### src/rtl/i2c_ctl_pkg.sv
package i2c_ctl_pkg;

   localparam int unsigned FIELD_W   = 7;
   localparam int unsigned POS_EN    = 0;
   localparam int unsigned POS_MST   = 1;
   localparam int unsigned POS_DIR   = 2;
   localparam int unsigned POS_START = 3;
   localparam int unsigned POS_STOP  = 4;
   localparam int unsigned POS_ACK   = 5;
   localparam int unsigned POS_CRST  = 6;

   typedef struct packed {
      logic crst;
      logic ack;
      logic stop;
      logic start;
      logic dir;
      logic mst;
      logic en;
   } ctl_fields_t;

endpackage

### src/rtl/i2c_ctl_sw_gate.sv
module i2c_ctl_sw_gate
   import i2c_ctl_pkg::*;
(
   input  ctl_fields_t cur,
   input  logic        wr_en,
   input  ctl_fields_t wr_val,
   input  logic        bus_busy,
   output ctl_fields_t nxt
);

   logic both_req;
   assign both_req = wr_val.start & wr_val.stop;

   always_comb begin
      nxt = cur;
      if (wr_en) begin
         if (!bus_busy || cur.crst) nxt.en  = wr_val.en;
         if (!bus_busy)             nxt.mst = wr_val.mst;
         if (!bus_busy && cur.mst)  nxt.dir = wr_val.dir;
         if (!both_req) begin
            nxt.start = wr_val.start;
            nxt.stop  = wr_val.stop;
         end
         if (!cur.crst)             nxt.ack = wr_val.ack;
         nxt.crst = wr_val.crst;
      end
   end

endmodule

### src/rtl/i2c_ctl_hw_merge.sv
module i2c_ctl_hw_merge
   import i2c_ctl_pkg::*;
#(
   parameter int unsigned N_EVT = 3
)(
   input  ctl_fields_t      sw_val,
   input  logic [N_EVT-1:0] evt,
   input  logic             rw_strobe,
   input  logic             rw_bit,
   output ctl_fields_t      nxt
);

   logic any_evt;
   assign any_evt = |evt;

   always_comb begin
      nxt = sw_val;
      if (any_evt) nxt.mst = 1'b0;
      if (rw_strobe && !nxt.mst) nxt.dir = rw_bit;
   end

endmodule

### src/rtl/i2c_ctl_legalize.sv
module i2c_ctl_legalize
   import i2c_ctl_pkg::*;
(
   input  ctl_fields_t raw,
   output ctl_fields_t legal
);

   always_comb begin
      legal = raw;
      if (!raw.en || !raw.mst) begin
         legal.start = 1'b0;
         legal.stop  = 1'b0;
      end
      if (!raw.en) legal.crst = 1'b0;
   end

endmodule

### src/rtl/i2c_ctl_reg.sv
module i2c_ctl_reg
   import i2c_ctl_pkg::*;
#(
   parameter int unsigned REG_W    = 16,
   parameter bit          SYNC_RST = 1'b0
)(
   input  logic             clk,
   input  logic             rst_n,
   input  logic             wr_en,
   input  logic [REG_W-1:0] wr_data,
   input  logic             bus_busy,
   input  logic             evt_addr_match,
   input  logic             evt_arb_lost,
   input  logic             evt_gen_call,
   input  logic             rw_strobe,
   input  logic             rw_bit,
   output logic [REG_W-1:0] ctl_q,
   output logic             en_o,
   output logic             mst_o,
   output logic             dir_o,
   output logic             start_o,
   output logic             stop_o,
   output logic             ack_o,
   output logic             crst_o
);

   localparam int unsigned N_EVT = 3;

   if (REG_W < FIELD_W) begin : g_bad_width
      $error("i2c_ctl_reg: REG_W must hold all control fields");
   end

   ctl_fields_t cur_q, wr_val, sw_nxt, hw_nxt, legal_nxt;
   logic [N_EVT-1:0] evt_vec;
   logic             unused_wr_bits;

   assign evt_vec        = {evt_gen_call, evt_arb_lost, evt_addr_match};
   assign unused_wr_bits = ^wr_data;

   always_comb begin
      wr_val       = '0;
      wr_val.en    = wr_data[POS_EN];
      wr_val.mst   = wr_data[POS_MST];
      wr_val.dir   = wr_data[POS_DIR];
      wr_val.start = wr_data[POS_START];
      wr_val.stop  = wr_data[POS_STOP];
      wr_val.ack   = wr_data[POS_ACK];
      wr_val.crst  = wr_data[POS_CRST];
   end

   i2c_ctl_sw_gate u_gate (
      .cur      (cur_q),
      .wr_en    (wr_en),
      .wr_val   (wr_val),
      .bus_busy (bus_busy),
      .nxt      (sw_nxt)
   );

   i2c_ctl_hw_merge #(.N_EVT(N_EVT)) u_hw (
      .sw_val    (sw_nxt),
      .evt       (evt_vec),
      .rw_strobe (rw_strobe),
      .rw_bit    (rw_bit),
      .nxt       (hw_nxt)
   );

   i2c_ctl_legalize u_legal (
      .raw   (hw_nxt),
      .legal (legal_nxt)
   );

   if (SYNC_RST) begin : g_sync_rst
      always_ff @(posedge clk) begin
         if (!rst_n) cur_q <= '0;
         else        cur_q <= legal_nxt;
      end
   end else begin : g_async_rst
      always_ff @(posedge clk or negedge rst_n) begin
         if (!rst_n) cur_q <= '0;
         else        cur_q <= legal_nxt;
      end
   end

   always_comb begin
      ctl_q            = '0;
      ctl_q[POS_EN]    = cur_q.en;
      ctl_q[POS_MST]   = cur_q.mst;
      ctl_q[POS_DIR]   = cur_q.dir;
      ctl_q[POS_START] = cur_q.start;
      ctl_q[POS_STOP]  = cur_q.stop;
      ctl_q[POS_ACK]   = cur_q.ack;
      ctl_q[POS_CRST]  = cur_q.crst;
   end

   assign en_o    = cur_q.en;
   assign mst_o   = cur_q.mst;
   assign dir_o   = cur_q.dir;
   assign start_o = cur_q.start;
   assign stop_o  = cur_q.stop;
   assign ack_o   = cur_q.ack;
   assign crst_o  = cur_q.crst;

   a_r3_busy_keeps_master: assert property (@(posedge clk) disable iff (!rst_n)
      (wr_en && bus_busy && !(|evt_vec)) |=> $stable(mst_o));

   a_r5_event_drops_master: assert property (@(posedge clk) disable iff (!rst_n)
      (|evt_vec) |=> !mst_o);

   a_r6_slave_takes_rw: assert property (@(posedge clk) disable iff (!rst_n)
      (rw_strobe && (|evt_vec)) |=> (dir_o == $past(rw_bit)));

   a_r7_requests_need_master: assert property (@(posedge clk) disable iff (!rst_n)
      !(en_o && mst_o) |-> !(start_o || stop_o));

   a_r8_single_request: assert property (@(posedge clk) disable iff (!rst_n)
      !(start_o && stop_o));

   a_r9_crst_needs_enable: assert property (@(posedge clk) disable iff (!rst_n)
      !en_o |-> !crst_o);

   a_r10_ack_locked: assert property (@(posedge clk) disable iff (!rst_n)
      (wr_en && crst_o) |=> $stable(ack_o));

endmodule

### config.mk
export PLATFORM = sky130hd
export DESIGN_NAME = i2c_ctl_reg
export DESIGN_NICKNAME = d
export VERILOG_FILES = /design/src/rtl/i2c_ctl_pkg.sv /design/src/rtl/i2c_ctl_sw_gate.sv /design/src/rtl/i2c_ctl_hw_merge.sv /design/src/rtl/i2c_ctl_legalize.sv /design/src/rtl/i2c_ctl_reg.sv
export SDC_FILE = /design/constraint.sdc
export NUM_CORES = 1
export LEC_CHECK = 0
export BUFFER_PORTS_ARGS = -buffer_cell sky130_fd_sc_hd__buf_2
export CAP_MARGIN = 5
export CORE_AREA = 2 2 39 41
export DETAILED_ROUTE_END_ITERATION = 10
export DIE_AREA = 0 0 41 43
export PLACE_DENSITY = 0.88
export SYNTH_ARGS = -nofsm -noshare
export SYNTH_HDL_FRONTEND = slang
export SYNTH_SLANG_ARGS = --single-unit
export TNS_END_PERCENT = 5
### constraint.sdc
create_clock -name clk -period 3 [get_ports clk]
set_input_delay 0 -clock clk [delete_from_list [all_inputs] [get_ports clk]]
set_output_delay 0 -clock clk [all_outputs]
set_load 0.02 [all_outputs]
==> key figures <==
Status
  • Outcome: finished, final reports clean

Yosys
  • Synth top area cells: dfrtp_1 (38%), buf_4 (26%), mux2_1 (4.9%)
  • Synth Area in Compound Gates: 8.696%
  • Synth Area in XOR/XNOR: 0%
  • Async set-reset flop share out of synthesis: 100.0%
  • Netlist cell types: 19
  • Synthesized area: 460.4 um^2
  • Register area share after synthesis: 38.04%
  • Top-area cell type share of the netlist area: 38.04%
  • Cells after synthesis: 47
  • Largest family of logic cells by synthesized area: buffers and inverters
  • Post-synth top area cell: dfrtp_1
  • Multiplexer share of the synthesized area: 11.68%
  • Count leader, synth: buf_4
  • Ys flop type: dfrtp_1
  • Post-Synth Simple-Gate Area: 11.41%
  • Synth warnings: 0
  • #FFs+latches synth: 7
  • EDFF count, synth: 0
  • Commonest cells post-synth: buf_4 (16), dfrtp_1 (7), inv_1 (4)
  • Adder-cell share of the synthesized area: 0%
  • Synth Area per Inst: 9.797 um^2

Timing
  • Hold_ws: 23.22 ps
  • Setup violations, final: 0
  • Sum Neg Setup Slack: 0 ps
  • RSZ-0062 raised after global routing: no
  • Final WS setup: 1617 ps
  • Final Max Tran Viols: 0
  • Final worst path period share: 46.09%
  • Final setup skew: 2.374 ps
  • Maximum clock rate: 723.3 MHz
  • Fin crit period: 1383 ps
  • Final Hold Violating Endpoints: 0

GRT
  • Initial antenna violation count: 0
  • Vias in the first global route: 338
  • GRT Total Usage: 11.87%
  • Grt ovf: 0
  • Pin count of the biggest net entering global routing: 10
  • First-pass GRT wire length: 1.304 mm

Place
  • Placement Cell Area: 535.5 um^2
  • Pre-CTS setup slack: 1593 ps
  • Buffers on Ports: 29
  • RD Place Congestion: 0.6752
  • DP Cell Count: 84

CTS
  • Post-CTS Setup Bufs: 0
  • TritonCTS clock tree: yes
  • Clock transition at path regs: 50 ps
  • Clock buffer depth: 2
  • Clock tree sinks: 7
  • Root Buffer: clkbuf_4
  • CTS Buf Count: 3
  • Clock latency at the later pin of the worst-skew pair: 250 ps
  • H-tree Lvls: 1

Die
  • Die ar.: 1763 um^2
  • Effective utilization at floorplan: 33.27%
  • Die width: 41 um
  • Core ar.: 1384 um^2
  • Die H: 43 um
  • Row count: 14
  • Top Ports: 48

Finish
  • Layout area overhead: 28.53%
  • Util after Layout: 42.77%
  • N_diodes: 0
  • Design Area, Final: 591.8 um^2
  • Layout Nets: 101
  • Cell Count, Final, Fillers Out: 91
  • Layout cells sized above 1: 46.67%

Critical path
  • Max FO, Critical Path: 4
  • Critical Path Source Type: flop
  • Reg2Reg Setup Slack: 1620 ps
  • Element type at the critical path end: flop
  • Arrival time worst endpoint: 1520 ps
  • Worst Path Required: 3130 ps
  • Critical path class: reg2reg

Routing
  • Initial DRC Count: 4
  • Pre-antenna DRT Iters: 2
  • Remaining antenna violation count: 0
  • Vias: 387
  • Via-to-Cell Ratio: 4.253
  • DR WL/cell: 9.923 um
  • DRC: 0
  • Total Wirelength: 903 um

Flow run
  • Count of max-cap constraint violations: 0

Power
  • Flop pwr share: 40.1%
  • Combinational fraction of design power: 29.3%
  • Clock Power Share: 30.6%
  • VDD IR-drop max: 0.0002383 V
  • Pwr Density: 457.2 nW/um^2
  • Sw power: 88.87 uW
  • Internal Pwr Total: 181.7 uW
  • LEAKAGE: 0.3463 nW
  • Final Power: 270.6 uW
  • Sw frac: 32.84%

Min path
  • Worst min path class: in2reg
## cell type report
| cell class | instances | area (um^2) |
|---|---|---|
| Timing Repair Buffer | 32 | 175.2 |
| Fill cell | 143 | 792.0 |
| Inverter | 4 | 15.01 |
| Sequential cell | 7 | 175.2 |
| Tap cell | 16 | 20.02 |
| Clock buffer | 4 | 26.28 |
| Multi-Input combinational cell | 28 | 180.2 |
## worst max-delay path, stage by stage (launching register included)
cell	delay, ps
dfrtp_1	380
mux2i_1	110
or4_4	450
a2111oi_2	340
## layer usage
metal  GRT usage (%)  wire [um]
met2           17.50        479
met5               0          0
met1           12.29        331
met3           4.712         85
met4           10.00          7
## repair_timing
| item | in CTS | in global routing |
|---|---|---|
| hold buffers | 3 | 0 |
| resized for setup | 0 | 0 |
| hold endpoints to repair | 9 | 0 |
## cells in the final DEF, fill, tap and decap left out, types with 2 or more instances in the layout
cell type      count
nand2_1            2
mux2_1             2
dlygate4sd3_1      3
dfrtp_1            7
inv_1              4
nor2b_1            2
mux2i_1            2
buf_2             29
conb_1             9
clkbuf_4           3
## power groups by stage
| stage | registers, mW | clock network [mW] | logic [mW] |
|---|---|---|---|
| CTS | 0.109 | 0.0871 | 0.0798 |
| detailed placement | 0.110 | 0 | 0.0766 |
| global placement | 0.110 | 0 | 0.0753 |
| global route | 0.110 | 0.0919 | 0.0862 |
| floorplan | 0.119 | 0 | 0.0562 |
| finish | 0.109 | 0.0827 | 0.0793 |
## state kept, by name, summed over array words and instances (netlist names)
name / cells
ack_o: 1
crst_o: 1
dir_o: 1
en_o: 1
mst_o: 1
start_o: 1
stop_o: 1
## path summary, 6_finish.rpt
check / from / end / cells past startpoint
max: mst_o$_DFF_PN0_ / stop_o$_DFFE_PN0P_ / 3
min: wr_data[6] / crst_o$_DFFE_PN0P_ / 3
max reg2reg: mst_o$_DFF_PN0_ / stop_o$_DFFE_PN0P_ / 3
min reg2reg: ack_o$_DFFE_PN0P_ / ack_o$_DFFE_PN0P_ / 1
max in group asynchronous: rst_n / stop_o$_DFFE_PN0P_ / 2
min in group asynchronous: rst_n / dir_o$_DFFE_PN0P_ / 2
## kinds of logic after synthesis
| family | Yosys count |
|---|---|
| multiplexers | 5 |
| AO/OA/AOI/OAI | 5 |
| buffers and inverters | 20 |
| flip-flops | 7 |
| other | 1 |
| AND/OR/NAND/NOR | 9 |
No activity file was read; power rests on OpenSTA's default activity.
